--- config.mk ---
export PLATFORM = sky130hd
export DESIGN_NAME = msi_cache_ctrl
export DESIGN_NICKNAME = d
export VERILOG_FILES = /design/src/rtl/msi_pkg.sv /design/src/rtl/msi_line_store.sv /design/src/rtl/msi_snoop.sv /design/src/rtl/msi_local.sv /design/src/rtl/msi_cache_ctrl.sv
export SDC_FILE = /design/constraint.sdc
export NUM_CORES = 1
export LEC_CHECK = 0
export ABC_AREA = 1
export BUFFER_PORTS_ARGS = -buffer_cell sky130_fd_sc_hd__buf_2
export CELL_PAD_IN_SITES_DETAIL_PLACEMENT = 0
export CELL_PAD_IN_SITES_GLOBAL_PLACEMENT = 2
export CORE_AREA = 2 2 208 210
export DETAILED_ROUTE_END_ITERATION = 8
export DIE_AREA = 0 0 210 212
export PLACE_DENSITY = 0.88
export SLEW_MARGIN = 20
export SYNTH_ARGS = -nofsm -noshare
export SYNTH_HDL_FRONTEND = slang
export SYNTH_SLANG_ARGS = --single-unit
--- constraint.sdc ---
create_clock -name clk_i -period 2 [get_ports clk_i]
set_input_delay 0.1 -clock clk_i [delete_from_list [all_inputs] [get_ports clk_i]]
set_output_delay 0.1 -clock clk_i [all_outputs]
set_load 0.01 [all_outputs]
--- src/rtl/msi_pkg.sv ---
`timescale 1ns/1ps
package msi_pkg;
  typedef enum logic [1:0] {ST_I = 2'd0, ST_S = 2'd1, ST_M = 2'd2} line_st_e;
  typedef enum logic [2:0] {
    BC_NONE   = 3'd0,
    BC_RDMISS = 3'd1,
    BC_WRMISS = 3'd2,
    BC_UPGR   = 3'd3,
    BC_WBACK  = 3'd4
  } bus_cmd_e;
endpackage

--- src/rtl/msi_line_store.sv ---
`timescale 1ns/1ps
module msi_line_store
  import msi_pkg::*;
#(
  parameter int LINES = 4,
  parameter int TW    = 6,
  parameter int DW    = 32,
  localparam int IW   = $clog2(LINES)
) (
  input  logic            clk_i,
  input  logic            rst_ni,
  input  logic [IW-1:0]   la_idx_i,
  output line_st_e        la_st_o,
  output logic [TW-1:0]   la_tag_o,
  output logic [DW-1:0]   la_data_o,
  input  logic [IW-1:0]   sa_idx_i,
  output line_st_e        sa_st_o,
  output logic [TW-1:0]   sa_tag_o,
  output logic [DW-1:0]   sa_data_o,
  input  logic            lw_en_i,
  input  logic [IW-1:0]   lw_idx_i,
  input  line_st_e        lw_st_i,
  input  logic [TW-1:0]   lw_tag_i,
  input  logic [DW-1:0]   lw_data_i,
  input  logic            sw_en_i,
  input  logic [IW-1:0]   sw_idx_i,
  input  line_st_e        sw_st_i
);
  line_st_e      st_q   [LINES];
  logic [TW-1:0] tag_q  [LINES];
  logic [DW-1:0] data_q [LINES];

  always_ff @(posedge clk_i or negedge rst_ni) begin
    if (!rst_ni) begin
      for (int i = 0; i < LINES; i++) begin
        st_q[i]   <= ST_I;
        tag_q[i]  <= '0;
        data_q[i] <= '0;
      end
    end else begin
      for (int i = 0; i < LINES; i++) begin
        if (lw_en_i && lw_idx_i == IW'(i)) begin
          st_q[i]   <= lw_st_i;
          tag_q[i]  <= lw_tag_i;
          data_q[i] <= lw_data_i;
        end
        // snoop update wins on the state field
        if (sw_en_i && sw_idx_i == IW'(i)) st_q[i] <= sw_st_i;
      end
    end
  end

  assign la_st_o   = st_q[la_idx_i];
  assign la_tag_o  = tag_q[la_idx_i];
  assign la_data_o = data_q[la_idx_i];
  assign sa_st_o   = st_q[sa_idx_i];
  assign sa_tag_o  = tag_q[sa_idx_i];
  assign sa_data_o = data_q[sa_idx_i];
endmodule

--- src/rtl/msi_snoop.sv ---
`timescale 1ns/1ps
module msi_snoop
  import msi_pkg::*;
#(
  parameter int TW = 6,
  parameter int DW = 32
) (
  input  logic          snp_valid_i,
  input  logic [2:0]    snp_cmd_i,
  input  logic [TW-1:0] snp_tag_i,
  input  line_st_e      line_st_i,
  input  logic [TW-1:0] line_tag_i,
  input  logic [DW-1:0] line_data_i,
  output logic          sw_en_o,
  output line_st_e      sw_st_o,
  output logic          supply_o,
  output logic [DW-1:0] supply_data_o
);
  logic hit;
  assign hit           = snp_valid_i && line_st_i != ST_I && line_tag_i == snp_tag_i;
  assign supply_data_o = line_data_i;

  always_comb begin
    sw_en_o  = 1'b0;
    sw_st_o  = line_st_i;
    supply_o = 1'b0;
    if (hit) begin
      unique case (bus_cmd_e'(snp_cmd_i))
        BC_RDMISS: if (line_st_i == ST_M) begin
          supply_o = 1'b1;
          sw_en_o  = 1'b1;
          sw_st_o  = ST_S;
        end
        BC_WRMISS, BC_UPGR: begin
          supply_o = (line_st_i == ST_M);
          sw_en_o  = 1'b1;
          sw_st_o  = ST_I;
        end
        default: ;
      endcase
    end
  end
endmodule

--- src/rtl/msi_local.sv ---
`timescale 1ns/1ps
module msi_local
  import msi_pkg::*;
#(
  parameter int AW = 8,
  parameter int DW = 32,
  parameter int IW = 2,
  localparam int TW = AW - IW
) (
  input  logic          clk_i,
  input  logic          rst_ni,
  input  logic          cpu_req_i,
  input  logic          cpu_we_i,
  input  logic [AW-1:0] cpu_addr_i,
  input  logic [DW-1:0] cpu_wdata_i,
  input  line_st_e      line_st_i,
  input  logic [TW-1:0] line_tag_i,
  input  logic [DW-1:0] line_data_i,
  input  logic          snp_block_i,
  input  logic          bus_gnt_i,
  input  logic [DW-1:0] bus_rdata_i,
  output logic          bus_req_o,
  output bus_cmd_e      bus_cmd_o,
  output logic [AW-1:0] bus_addr_o,
  output logic [DW-1:0] bus_wdata_o,
  output logic          lw_en_o,
  output line_st_e      lw_st_o,
  output logic [TW-1:0] lw_tag_o,
  output logic [DW-1:0] lw_data_o,
  output logic          cpu_done_o,
  output logic [DW-1:0] cpu_rdata_o
);
  logic          done_q, act, tag_hit, dirty_victim, fin;
  logic [DW-1:0] fin_data, rdata_q;
  logic [TW-1:0] req_tag;

  assign req_tag      = cpu_addr_i[AW-1:IW];
  assign act          = cpu_req_i && !done_q;
  assign tag_hit      = line_st_i != ST_I && line_tag_i == req_tag;
  assign dirty_victim = line_st_i == ST_M && line_tag_i != req_tag;
  assign bus_wdata_o  = line_data_i;

  always_comb begin
    bus_req_o  = 1'b0;
    bus_cmd_o  = BC_NONE;
    bus_addr_o = cpu_addr_i;
    lw_en_o    = 1'b0;
    lw_st_o    = line_st_i;
    lw_tag_o   = line_tag_i;
    lw_data_o  = line_data_i;
    fin        = 1'b0;
    fin_data   = line_data_i;
    if (act) begin
      if (tag_hit && (!cpu_we_i || line_st_i == ST_M)) begin
        if (!snp_block_i) begin
          fin = 1'b1;
          if (cpu_we_i) begin
            fin_data  = cpu_wdata_i;
            lw_en_o   = 1'b1;
            lw_data_o = cpu_wdata_i;
          end
        end
      end else begin
        bus_req_o = 1'b1;
        if (dirty_victim) begin
          bus_cmd_o  = BC_WBACK;
          bus_addr_o = {line_tag_i, cpu_addr_i[IW-1:0]};
        end else if (cpu_we_i) bus_cmd_o = tag_hit ? BC_UPGR : BC_WRMISS;
        else bus_cmd_o = BC_RDMISS;
        if (bus_gnt_i) begin
          lw_en_o = 1'b1;
          if (dirty_victim) lw_st_o = ST_I;
          else begin
            fin      = 1'b1;
            lw_tag_o = req_tag;
            if (cpu_we_i) begin
              lw_st_o   = ST_M;
              lw_data_o = cpu_wdata_i;
              fin_data  = cpu_wdata_i;
            end else begin
              lw_st_o   = ST_S;
              lw_data_o = bus_rdata_i;
              fin_data  = bus_rdata_i;
            end
          end
        end
      end
    end
  end

  always_ff @(posedge clk_i or negedge rst_ni) begin
    if (!rst_ni) begin
      done_q  <= 1'b0;
      rdata_q <= '0;
    end else begin
      done_q <= fin;
      if (fin) rdata_q <= fin_data;
    end
  end

  assign cpu_done_o  = done_q;
  assign cpu_rdata_o = rdata_q;
endmodule

--- src/rtl/msi_cache_ctrl.sv ---
`timescale 1ns/1ps
module msi_cache_ctrl
  import msi_pkg::*;
#(
  parameter int AW    = 8,
  parameter int DW    = 32,
  parameter int LINES = 4,
  localparam int IW   = $clog2(LINES),
  localparam int TW   = AW - IW
) (
  input  logic          clk_i,
  input  logic          rst_ni,
  input  logic          cpu_req_i,
  input  logic          cpu_we_i,
  input  logic [AW-1:0] cpu_addr_i,
  input  logic [DW-1:0] cpu_wdata_i,
  output logic [DW-1:0] cpu_rdata_o,
  output logic          cpu_done_o,
  output logic          bus_req_o,
  input  logic          bus_gnt_i,
  output logic [2:0]    bus_cmd_o,
  output logic [AW-1:0] bus_addr_o,
  output logic [DW-1:0] bus_wdata_o,
  input  logic [DW-1:0] bus_rdata_i,
  input  logic          snp_valid_i,
  input  logic [2:0]    snp_cmd_i,
  input  logic [AW-1:0] snp_addr_i,
  output logic          snp_supply_o,
  output logic [DW-1:0] snp_data_o
);
  line_st_e      la_st, sa_st, lw_st, sw_st;
  logic [TW-1:0] la_tag, sa_tag, lw_tag;
  logic [DW-1:0] la_data, sa_data, lw_data;
  logic          lw_en, sw_en, snp_block;
  bus_cmd_e      cmd;

  // a snoop on the same index freezes local completion for that cycle
  assign snp_block = snp_valid_i && snp_addr_i[IW-1:0] == cpu_addr_i[IW-1:0];
  assign bus_cmd_o = cmd;

  msi_line_store #(.LINES(LINES), .TW(TW), .DW(DW)) u_store (
    .clk_i, .rst_ni,
    .la_idx_i(cpu_addr_i[IW-1:0]), .la_st_o(la_st), .la_tag_o(la_tag), .la_data_o(la_data),
    .sa_idx_i(snp_addr_i[IW-1:0]), .sa_st_o(sa_st), .sa_tag_o(sa_tag), .sa_data_o(sa_data),
    .lw_en_i(lw_en), .lw_idx_i(cpu_addr_i[IW-1:0]), .lw_st_i(lw_st), .lw_tag_i(lw_tag),
    .lw_data_i(lw_data),
    .sw_en_i(sw_en), .sw_idx_i(snp_addr_i[IW-1:0]), .sw_st_i(sw_st)
  );

  msi_snoop #(.TW(TW), .DW(DW)) u_snoop (
    .snp_valid_i, .snp_cmd_i, .snp_tag_i(snp_addr_i[AW-1:IW]),
    .line_st_i(sa_st), .line_tag_i(sa_tag), .line_data_i(sa_data),
    .sw_en_o(sw_en), .sw_st_o(sw_st), .supply_o(snp_supply_o), .supply_data_o(snp_data_o)
  );

  msi_local #(.AW(AW), .DW(DW), .IW(IW)) u_local (
    .clk_i, .rst_ni, .cpu_req_i, .cpu_we_i, .cpu_addr_i, .cpu_wdata_i,
    .line_st_i(la_st), .line_tag_i(la_tag), .line_data_i(la_data),
    .snp_block_i(snp_block), .bus_gnt_i, .bus_rdata_i,
    .bus_req_o, .bus_cmd_o(cmd), .bus_addr_o, .bus_wdata_o,
    .lw_en_o(lw_en), .lw_st_o(lw_st), .lw_tag_o(lw_tag), .lw_data_o(lw_data),
    .cpu_done_o, .cpu_rdata_o
  );
endmodule

* Word level (Yosys, flattened, before mapping)
Cells that the tools add are included.
Word-level totals: output and inout bits 110, register bits 193, word-level logic and storage cells 130, input bits 89
Cells by class: reductions and logical operators 27, bitwise operators 2, mux-type cells 70, order comparisons 2, equal/unequal tests 15
Operators with widths (number):
- 2-to-1 mux 32 bit | 11
- binary-select mux 32 bit (select 2 bit) | 2
- 2-to-1 mux 6 bit | 8
- 2-to-1 mux 2 bit | 19
- binary-select mux 6 bit (select 2 bit) | 2
- 2-to-1 mux 8 bit | 3
- 2-to-1 mux 1 bit | 16
- logical AND 1 bit | 15
- == test 2 bit, second input constant | 6
- == test 6 bit | 2
- 2-to-1 mux 3 bit | 4
- nonzero test 2 bit | 6
- binary-select mux 2 bit (select 2 bit) | 2
- == test 3 x 2 -> 1 bit, second input constant | 2
- >= comparator 3 bit, second input constant | 2
- inequality test 6 bit | 1
- NOT 2 -> 3 bit | 2
- == test 2 x 1 -> 1 bit, second input constant | 2
- zero test 2 bit | 2
- one-hot mux 1 bit (2 select lines) | 2
- one-hot mux 2 bit (2 select lines) | 1
- == test 3 x 1 -> 1 bit, second input constant | 1
- == test 2 bit | 1
- zero test 1 bit | 2
- 2 further kinds | 2

* Depth between registers and ports, before layout
Gate-level depths: netlist of the first run.
word-level depth 12, depth in mapped cells 20, depth with buffers taken out 18

* By module
Synthesis of the first run repeated with hierarchy kept, for this count alone.
Unflattened totals: cell total of the unflattened synthesis 1814, area total of the unflattened synthesis 12472.0 µm²
Modules (own cells, without submodules):
- msi_line_store | area an instance 8126.5 µm², sequential area each 4003.8 µm², instances 1, cells each 1055
- msi_local | area an instance 3836.2 µm², sequential area each 825.8 µm², instances 1, cells each 672
- msi_snoop | area an instance 470.5 µm², sequential area each 0.0 µm², instances 1, cells each 77
- msi_cache_ctrl | area an instance 38.8 µm², sequential area each 0.0 µm², instances 1, cells each 10

* Worst setup path after synthesis of the first run
Ideal clock, no wire load.
kind register -> register, start point reg u_store.tag_q[3] in the netlist's numbering, end point reg u_store.tag_q[1] in the netlist's numbering, library setup time 0.117 ns, cell stages (with the launch flop) 17, buffers on the path 2, period minus slack after synthesis 1.975 ns, required time 1.883 ns, data arrival time 1.858 ns, setup slack 0.025 ns, path through dfrtp_1 -> nand2_1 -> nand2_1 -> nand2_1 -> nand2_1 -> nand2_1 -> nand2_1 -> nor2_1 -> nand2_1 -> nor2_2 -> nand3_4 -> nand2_1 -> nand4_1 -> buf_2 -> buf_2 -> nand2_1 -> nand2_1
Between the ends: longest elaborated chain between the ends 9, elaborated cells between the ends (all ways) 15, classes of those cells eq/ne: 2; mux: 9; reduce/logical: 4
RTL lines:
- start: declaration | RTL line msi_line_store.sv:30 | logic [TW-1:0] tag_q [LINES];
- start signal: indexed assignment | RTL line msi_line_store.sv:44 | tag_q[i] <= lw_tag_i;
- binary-select mux 6 bit (select 2 bit) (*) | RTL line msi_line_store.sv:54 | assign la_tag_o = tag_q[la_idx_i];
- 2-to-1 mux 6 bit (not written as such) (*) (2 in series) | RTL line msi_line_store.sv:54
- inequality test 6 bit or == test 6 bit (tied branches) | RTL line msi_local.sv:40, msi_local.sv:39
- logical AND 1 bit (on tied branches) | RTL line msi_local.sv:40, msi_local.sv:39
- 2-to-1 mux 6 bit or logical AND 1 bit (tied branches) | RTL line msi_local.sv:72, msi_local.sv:54
- 2-to-1 mux 6 bit or 2-to-1 mux 1 bit (tied branches) | RTL line msi_local.sv:70, msi_local.sv:54
- 2-to-1 mux 6 bit or 2-to-1 mux 1 bit (tied branches) | RTL line msi_local.sv:54, msi_local.sv:53
- 2-to-1 mux 6 bit or logical AND 1 bit (tied branches) | RTL line msi_local.sv:53, msi_line_store.sv:42
Every way passes the cells marked *; elsewhere a longest branch is shown, timed or not. The select of a mux whose other input is x is not followed. A chain may end at the register's enable or synchronous reset.

* Worst setup path in the final report of the first run
start point reg u_store.st_q[5] in the netlist's numbering, end point reg u_local.rdata_q[28], in the netlist u_local.cpu_rdata_o[28]
Between the ends: longest elaborated chain between the ends 9, elaborated cells between the ends (all ways) 17, classes of those cells eq/ne: 1; mux: 11; reduce/logical: 5
RTL lines:
- start: declaration | RTL line msi_line_store.sv:29 | line_st_e st_q [LINES];
- start signal: indexed assignment | RTL line msi_line_store.sv:43 | st_q[i] <= lw_st_i;
- start signal: indexed assignment | RTL line msi_line_store.sv:48 | if (sw_en_i && sw_idx_i == IW'(i)) st_q[i] <= sw_st_i;
- binary-select mux 2 bit (select 2 bit) (*) | RTL line msi_line_store.sv:53 | assign la_st_o = st_q[la_idx_i];
- 2-to-1 mux 2 bit (not written as such) (*) (2 in series) | RTL line msi_line_store.sv:53
- == test 2 bit | RTL line msi_local.sv:40, msi_local.sv:54
- logical AND 1 bit | RTL line msi_local.sv:40 | assign dirty_victim = line_st_i == ST_M && line_tag_i != req_tag;
- 2-to-1 mux 32 bit or 2-to-1 mux 1 bit (tied branches) | RTL line msi_local.sv:72 | if (dirty_victim) lw_st_o = ST_I;
- 2-to-1 mux 32 bit or 2-to-1 mux 1 bit (tied branches) | RTL line msi_local.sv:70 | if (bus_gnt_i) begin
- 2-to-1 mux 32 bit or 2-to-1 mux 1 bit (tied branches) | RTL line msi_local.sv:54 | if (tag_hit && (!cpu_we_i || line_st_i == ST_M)) begin
- 2-to-1 mux 32 bit or 2-to-1 mux 1 bit (tied branches) | RTL line msi_local.sv:53 | if (act) begin
- end signal: assignment | RTL line msi_local.sv:97 | if (fin) rdata_q <= fin_data;
- end: declaration | RTL line msi_local.sv:34 | logic [DW-1:0] fin_data, rdata_q;
Marked as above.

==> results.yml, run 1 <==
placed_design:
  dp_hpwl_um: 36200
  routabilityCongestion: 0.883
  post-place-cells: 2619
  placed_area_mm2: 0.0151
  dp_slack_ns: -0.459
  portBuffers: 198
worst_setup_path:
  endpoint: "u_local.cpu_rdata_o[28]"
  critPathRequiredTime_ns: 2.39
  path_cells: "inv_2, o22ai_2, nor2_2, nand2_1, nand2_2, buf_6, inv_4, buf_4, buf_4, a21oi_4, buf_12, buf_12, nand2_2, nand3_2, nand2_4, buf_6, o21ai_2"
  path_max_fanout: 6
  cp_slowest_cell: "dfrtp_1"
  reg2reg_slack_ns: -0.31
  crit_arrival_ns: 2.70
  r2r_start: "u_store.st_q[5]"
  start_kind: "register"
  crit_buf_inv: 8
  crit_cells: 17
  crit_family: "buffers and inverters"
  cp-startpoint: "u_store.st_q[5]"
  r2r-end: "u_local.cpu_rdata_o[28]"
  cpPeakStageDelay_ns: 0.39
  end_kind: "register"
  worst-setup-path-type: "reg2reg"
  r2r_cells: 17
final_layout:
  postLayoutCellArea_mm2: 0.0179
  layout.cells.non_filler: 2713
  regArea_mm2: 0.00483
  synthToLayoutAreaGrowth_pct: 52.3
  nNetsFinal: 2240
  final_common_cell: "nand2_1"
  final_cell_mix: "nand2_1 (778), buf_4 (199), buf_2 (195), dfrtp_1 (193), inv_1 (96)"
  drive_gt1_share_pct: 35.9
  fill_cells: 4294
  finalCoreUtilization_pct: 42.1
  multi_input_area_mm2: 0.00731
synthesis:
  yosysUniqueCellTypes: 35
  synthArstFlopShare_pct: 100
  synthFlopType: "dfrtp_1"
  netlist_instances: 1752
  ys_ff_latch: 193
  synth_area_mm2: 0.0118
  syn_area_per_cell_um2: 6.71
  ys_warn_count: 0
  synth.yosys.seq_area_share_pct: 41.1
  synth_nets: 1841
  synth-edff-count: 0
detailed_routing:
  first_iter_violations: 1238
  routedWlPerCell_um: 19.8
  viasPerCell: 5.13
  drc: 0
  finalWirelength_um: 53700
  drt_first_pass_iters: 5
  postRouteAntennaNets: 0
  dr_total_vias: 13900
die:
  die_h_um: 212
  core_area_mm2: 0.0425
  die_w_um: 210
  num_rows: 76
  die_area_mm2: 0.0445
  io_pins: 199
  initial_utilization_pct: 27.6
global_routing:
  grt_max_degree: 65
  grt_pass1_vias: 12800
  grt-ovfl-total: 0
  antenna_found_initial: 3
  grt_first_pass_wirelength_um: 76800
  track_usage_pct: 22.9
flow_run:
  drv_cap: 0
timing:
  slew_headroom_pct: 49.7
  tightest_slew_ns: 0.747
  post-route-period-util_pct: 116
  rsz0062_at_grt: "yes"
  finalHoldViolCount: 0
  fmax_mhz: 433
  finalCriticalPeriod_ns: 2.31
  finalWorstSetupSlack_ns: -0.311
  slew_viol_final: 0
  hold_slack_ns: 0.187
  setup_violations: 234
  fin_worst_skew_ns: 0.0120
worst_hold_path:
  holdCritPathClass: "in2reg"
  hp-start: "cpu_req_i"
status:
  violations: "setup timing"
  outcome: "finished, violations left"
clock_tree:
  cts_tree: "yes"
  path_clk_slew_ns: 0.08
  cts_buffers: 17
  cts_buffer_depth: 2
  clock-root-buffer: "clkbuf_16"
  cts.sinks: 193
  clkLatencyLatePin_ns: 0.46
  htree_levels: 4
pwr:
  power_density_mw_per_mm2: 905
  ir_worst_vdd_v: 0.000582
  p_leak_nw: 9.55
sequential cells by signal, summed over array words and instances, names as in the netlist:
| name | flops |
|---|---|
| u_store.tag_q | 24 |
| u_store.data_q | 128 |
| u_local.cpu_done_o | 1 |
| u_local.cpu_rdata_o | 32 |
| u_store.st_q | 8 |
logic make-up after synthesis:
logic type             share of synthesized area [%]
AO/OA/AOI/OAI                                   14.8
XOR/XNOR                                       0.149
buffers and inverters                           7.81
flip-flops                                      41.1
multiplexers                                   0.852
AND/OR/NAND/NOR                                 35.3
layer usage:
layer	up-vias	wire, um	global-route usage, %
li1	6486	-	-
met1	6765	23500	31.8
met2	589	24400	35.6
met3	72	4460	5.11
met4	0	1370	7.29
met5	-	0	0
report_power, final:
part	total (W)	internal [W]	switching, W	leakage [nW]
sequential	0.00552	0.00485	0.000669	2.57
clock	0.00358	0.00184	0.00174	0.289
combinational	0.00710	0.00302	0.00408	6.69
total	0.0162	0.00971	0.00649	9.55
stage by stage:
| stage | TNS (ns) | total power, W |
|---|---|---|
| final | -48.22 | 0.0162 |
| after global routing | -77.53 | 0.0171 |
| after CTS | -51.44 | 0.0154 |
| after detailed placement | -75.74 | 0.0113 |
| after global placement | -66.94 | 0.0112 |
| after floorplan | 0 | 0.00836 |
cell usage after synthesis, types with 4 or more instances:
| master | n | area share [%] |
|---|---|---|
| buf_1 | 9 | 0.29 |
| o21ai_1 | 48 | 2.0 |
| nor2_1 | 35 | 1.1 |
| inv_2 | 9 | 0.29 |
| a22oi_1 | 70 | 4.5 |
| clkbuf_1 | 39 | 1.2 |
| o21a_1 | 4 | 0.26 |
| buf_2 | 55 | 2.3 |
| o22ai_1 | 4 | 0.21 |
| inv_1 | 104 | 3.3 |
| dfrtp_1 | 193 | 41 |
| nand3_1 | 94 | 4.0 |
| a22o_1 | 5 | 0.37 |
| mux2i_1 | 10 | 0.85 |
| nand4_1 | 9 | 0.48 |
| o211ai_1 | 7 | 0.45 |
| o221ai_1 | 37 | 2.8 |
| o21ai_0 | 40 | 1.7 |
| a21oi_1 | 52 | 2.2 |
| buf_4 | 4 | 0.26 |
| nand2_1 | 906 | 29 |
final cells by class:
type	instances	area share, %
multi-input cells	1337	40.8
flip-flops and latches	193	27.0
repair buffers	487	22.4
well taps	546	3.82
clock buffers	20	2.55
inverters	115	2.54
clock inverters	12	0.804
diodes	3	0.0420
worst min-delay path, stage by stage:
cell	delay, ns
buf_2	0.10
inv_1	0.06
nor2_2	0.04
buf_12	0.15
nand3_2	0.10
o21ai_4	0.06
how the worst min path moves through the flow:
stage / endpoint / slack (ns) / cells after the start
after global placement: u_store.tag_q[21] / 0.14 / 1
final: u_local.cpu_done_o / 0.19 / 6
after global routing: u_local.cpu_rdata_o[5] / 0.21 / 6
after CTS: u_local.cpu_rdata_o[22] / 0.14 / 6
after floorplan: u_local.cpu_done_o / -0.20 / 0
after detailed placement: u_store.tag_q[21] / 0.16 / 1
timing repair:
action,in CTS,in global routing
buffers inserted,31,17
hold buffers,1,0
gates cloned,5,8
setup endpoints to repair,210,244
gates resized for setup,184,235
pin swaps,43,74
endpoints found under the hold margin,59,0
(Power assumes the default switching activity.)
==> run 2: changes to the inputs <==
PLACE_DENSITY = 0.74   (was 0.88)
SKIP_LAST_GASP = 1   (was not set)
==> results.yml, run 2 (synthesized netlist as in run 1, its figures left out) <==
status:
  outcome: "finished, violations left"
  violations: "setup timing"
detailed_routing:
  routedWlPerCell_um: 21.1
  finalWirelength_um: 57900
  first_iter_violations: 1230
  drc: 0
  viasPerCell: 5.08
  postRouteAntennaNets: 0
  drt_first_pass_iters: 6
  dr_total_vias: 14000
final_layout:
  synthToLayoutAreaGrowth_pct: 57.8
  nNetsFinal: 2278
  fill_cells: 4327
  layout.cells.non_filler: 2748
  final_common_cell: "nand2_1"
  regArea_mm2: 0.00483
  finalCoreUtilization_pct: 43.6
  drive_gt1_share_pct: 40.0
  top_register: "u_store.data_q"
  final_cell_mix: "nand2_1 (681), buf_4 (226), buf_2 (196), dfrtp_1 (193), nand2_2 (139)"
  largest_reg_flops: 128
  n_antenna_cell: 0
  multi_input_area_mm2: 0.00746
timing:
  tightest_slew_ns: 0.745
  finalCriticalPeriod_ns: 2.41
  post-route-period-util_pct: 121
  rsz0062_at_grt: "yes"
  slew_viol_final: 0
  slew_headroom_pct: 50.3
  finalSetupTns_ns: -64.53
  fin_worst_skew_ns: 0.0133
  fmax_mhz: 414
  setup_violations: 222
  finalWorstSetupSlack_ns: -0.414
  finalHoldViolCount: 0
pwr:
  ir_worst_vdd_v: 0.000451
  power_density_mw_per_mm2: 879
  seqPwrFrac_pct: 34.0
  power_frac_clock_pct: 21.6
  intPower_w: 0.00957
  p_leak_nw: 10.2
  p_sw_share_pct: 41.3
  p_comb_share_pct: 44.4
  switchingPower_w: 0.00673
die:
  die_w_um: 210
  die_h_um: 212
  initial_utilization_pct: 27.6
  num_rows: 76
  io_pins: 199
  core_area_mm2: 0.0425
  die_area_mm2: 0.0445
placed_design:
  post-place-cells: 2640
  portBuffers: 198
  routabilityCongestion: 0.864
  dp_hpwl_um: 38500
clock_tree:
  htree_levels: 4
  clock-root-buffer: "clkbuf_16"
  cts.sinks: 193
  cts_buffer_depth: 2
  clkLatencyLatePin_ns: 0.46
  cts_buffers: 17
  path_clk_slew_ns: 0.07
  cts_tree: "yes"
global_routing:
  antenna_found_initial: 0
  grt_max_degree: 53
  track_usage_pct: 24.6
  grt_first_pass_wirelength_um: 82500
  grt-ovfl-total: 0
  grt_pass1_vias: 12900
flow_run:
  drv_cap: 0
worst_setup_path:
  critPathRequiredTime_ns: 1.90
  crit_arrival_ns: 2.31
  worst-setup-path-type: "reg2out"
  path_max_fanout: 7
  end_kind: "primary output"
  start_kind: "register"
worst_hold_path:
  holdCritPathClass: "in2async"
[run 2: changes by cell type in the layout (fill, tap and decap cells not counted), moves of 6 or more]
cell / change
o21ai_2: -15
clkbuf_16: +6
nand2_1: -97
o21ai_1: +18
inv_2: -7
nand3_1: +8
nand2_4: +21
inv_1: +6
buf_4: +27
nand2_2: +76
[run 2: layout make-up]
class,count,share of cell area (%)
multi-input cells,1337,40.2
flip-flops and latches,193,26.1
repair buffers,525,24.4
well taps,546,3.68
inverters,115,2.48
clock buffers,18,2.37
clock inverters,14,0.742
[run 2: power groups by stage]
stage / clock network [W] / registers, W / logic (W)
after global routing: 0.00375 / 0.00565 / 0.00786
final: 0.00353 / 0.00554 / 0.00724
after global placement: 0 / 0.00555 / 0.00586
after detailed placement: 0 / 0.00556 / 0.00591
after floorplan: 0 / 0.00548 / 0.00289
after CTS: 0.00361 / 0.00550 / 0.00654
[run 2: through the flow]
| stage | hold WS, ns | setup slack [ns] | total power [W] | area (um^2) |
|---|---|---|---|---|
| floorplan | -0.196 | 0.0252 | 0.00836 | 11800 |
| global placement | 0.128 | -0.514 | 0.0114 | 15100 |
| detailed placement | 0.124 | -0.528 | 0.0115 | 15100 |
| CTS | 0.182 | -0.418 | 0.0156 | 17000 |
| global route | 0.213 | -0.565 | 0.0173 | 18500 |
| finish | 0.174 | -0.414 | 0.0163 | 18500 |
[run 2: path summary, 6_finish.rpt]
| path | start | endpoint | slack (ns) | depth (start not counted) |
|---|---|---|---|---|
| worst min-delay path | rst_ni | u_store.data_q[126] | 0.17 | 2 |
| worst min register to register | u_store.data_q[44] | u_store.data_q[44] | 0.48 | 2 |
| min in group clk_i | snp_cmd_i[1] | u_store.st_q[0] | 0.21 | 8 |
| worst max register to register | u_store.tag_q[13] | u_store.data_q[78] | -0.39 | 19 |
| worst max-delay path | u_store.st_q[6] | bus_addr_o[2] | -0.41 | 14 |
| max in group asynchronous | rst_ni | u_local.cpu_rdata_o[27] | 1.10 | 3 |
[run 2: timing repair]
action                                 4_1_cts  5_1_grt
setup buffers                               42       14
endpoints found under the hold margin       46        0
hold buffers                                 1        0
gates cloned                                10       16
setup endpoints to repair                  204      227
resized for setup                          226      300
pin swaps                                   72      183
[run 2: metal layers]
metal / GRT usage [%] / part of all wire (%)
met1: 36.8 / 47
met5: 0 / 0
met4: 6.33 / 2.0
met2: 37.2 / 44
met3: 3.34 / 6.9
[run 2: worst max-delay path: stages (launching register included)]
cell and delay, ns:
dfrtp_1 0.39, inv_2 0.08, o22ai_2 0.08, nor3_2 0.20, buf_4 0.17, nand2_4 0.05, buf_6 0.11, inv_4 0.06
nand2_4 0.07, buf_12 0.15, nand2_2 0.06, o21ai_2 0.06, buf_4 0.13, o21ai_2 0.10, buf_2 0.15
==> run 3: changes to the inputs <==
CORE_AREA = 2 2 293 150   (was 2 2 208 210)
DIE_AREA = 0 0 295 152   (was 0 0 210 212)
==> results.yml, run 3 (synthesized netlist as in run 1, its figures left out) <==
pwr:
  power_w: 0.0164
  ir_worst_vdd_v: 0.000635
  power_density_mw_per_mm2: 947
  p_leak_nw: 9.30
timing:
  slew_viol_final: 0
  finalWorstSetupSlack_ns: -0.472
  finalSetupTns_ns: -67.88
  hold_slack_ns: 0.171
  tightest_slew_ns: 0.764
  fmax_mhz: 405
  post-route-period-util_pct: 124
  rsz0062_at_grt: "yes"
  setup_violations: 218
  slew_headroom_pct: 48.5
  finalCriticalPeriod_ns: 2.47
  finalHoldViolCount: 0
  fin_worst_skew_ns: 0.0110
global_routing:
  antenna_found_initial: 1
  grt_pass1_vias: 12800
  grt-ovfl-total: 0
  track_usage_pct: 25.7
  grt_max_degree: 56
  grt_first_pass_wirelength_um: 85300
clock_tree:
  cts_buffer_depth: 2
  cts.sinks: 193
  cts_buffers: 17
  clock-root-buffer: "clkbuf_16"
  htree_levels: 4
  cts_tree: "yes"
  clkLatencyLatePin_ns: 0.46
  path_clk_slew_ns: 0.08
detailed_routing:
  first_iter_violations: 1397
  drc: 0
  routedWlPerCell_um: 21.2
  viasPerCell: 5.00
  drt_first_pass_iters: 5
  finalWirelength_um: 59100
  dr_total_vias: 13900
  postRouteAntennaNets: 0
placed_design:
  post-place-cells: 2710
  routabilityCongestion: 0.903
  dp_hpwl_um: 42000
  portBuffers: 198
final_layout:
  layout.cells.non_filler: 2785
  n_antenna_cell: 0
  largest_reg_flops: 128
  nNetsFinal: 2273
  top_register: "u_store.data_q"
  final_common_cell: "nand2_1"
  finalCoreUtilization_pct: 40.6
  synthToLayoutAreaGrowth_pct: 47.4
  final_cell_mix: "nand2_1 (819), buf_4 (260), buf_2 (196), dfrtp_1 (190), inv_1 (98)"
  drive_gt1_share_pct: 32.2
worst_setup_path:
  r2r_cells: 20
  cpPeakStageDelay_ns: 0.47
  path_cells: "nand2_1, nand2_1, nand2_2, nand2_2, nand2_1, nand2_1, nor2_1, nand3_2, buf_6, nand2_8, buf_8, nand2_2, o21ai_2, buf_4, o21ai_2, buf_2"
  crit_cells: 16
  crit_arrival_ns: 2.37
  crit_buf_inv: 4
  reg2reg_slack_ns: -0.44
  end_kind: "primary output"
  crit_family: "simple AND/OR/NAND/NOR gates"
  cp_slowest_cell: "dfrtp_2"
  worst_path_most_repeated_cell: "nand2_1"
  worst-setup-path-type: "reg2out"
  critPathRequiredTime_ns: 1.90
  r2r_start: "u_store.tag_q[6]"
  start_kind: "register"
  path_max_fanout: 7
  r2r-end: "u_store.data_q[48]"
die:
  core_area_mm2: 0.0426
  num_rows: 54
  die_area_mm2: 0.0448
  initial_utilization_pct: 27.6
  die_w_um: 295
  die_h_um: 152
  io_pins: 199
status:
  violations: "setup timing"
  outcome: "finished, violations left"
flow_run:
  drv_cap: 0
worst_hold_path:
  holdCritPathClass: "in2async"
run 3: changes by cell type in the layout (fill, tap and decap cells not counted), sizes merged:
cell | previous run | this run
buf | 510 | 515
bufinv | 0 | 1
clkbuf | 32 | 22
clkinv | 6 | 5
clkinvlp | 1 | 3
inv | 122 | 120
run 3: where the power goes:
group	switching, W	total (W)	internal [W]
clock	0.00182	0.00362	0.00180
sequential	0.000733	0.00559	0.00485
combinational	0.00415	0.00720	0.00305
total	0.00671	0.0164	0.00970
run 3: worst max path at each step:
stage / startpoint / slack (ns) / to
after floorplan: u_store.tag_q[3] / 0.03 / u_store.tag_q[1]
after global placement: cpu_addr_i[0] / -0.68 / u_store.data_q[48]
after detailed placement: cpu_addr_i[0] / -0.65 / u_store.data_q[104]
after CTS: u_store.tag_q[0] / -0.48 / bus_addr_o[6]
after global routing: u_store.tag_q[6] / -0.60 / bus_addr_o[2]
final: u_store.tag_q[6] / -0.47 / bus_addr_o[2]
run 3: metal layers:
metal	GRT usage, %	routed length (um)	vias up
li1	-	-	6544
met1	40.2	29200	6695
met2	32.1	22100	634
met3	9.96	6860	58
met4	5.37	949	4
met5	0	48	-
run 3: cell type report:
cell class,count,area [um^2]
clock inverters,14,148
well taps,588,736
multi-input cells,1337,6600
inverters,115,444
clock buffers,18,439
repair buffers,520,4120
flip-flops and latches,193,4830
fillers,4448,25300
run 3: worst reg2reg max path: cells and delay by family, from the launching register on:
kind | cells | cell delay [ns]
DFF | 1 | 0.47
buffers and inverters | 4 | 0.59
and+or+nand+nor | 16 | 1.28
run 3: timing repair:
action / in CTS / in global routing
cloned: 7 / 5
buffers inserted: 16 / 15
hold endpoints to repair: 52 / 0
setup endpoints to repair: 210 / 232
hold buffers: 1 / 0
resized for setup: 152 / 68
pin swaps: 26 / 19
run 3: metrics by stage:
step           area [um^2]  setup slack, ns
2_1_floorplan        11800           0.0252
3_3_place_gp         15500           -0.677
3_5_place_dp         15500           -0.652
4_1_cts              16900           -0.481
5_1_grt              17300           -0.601
6_report             17300           -0.472
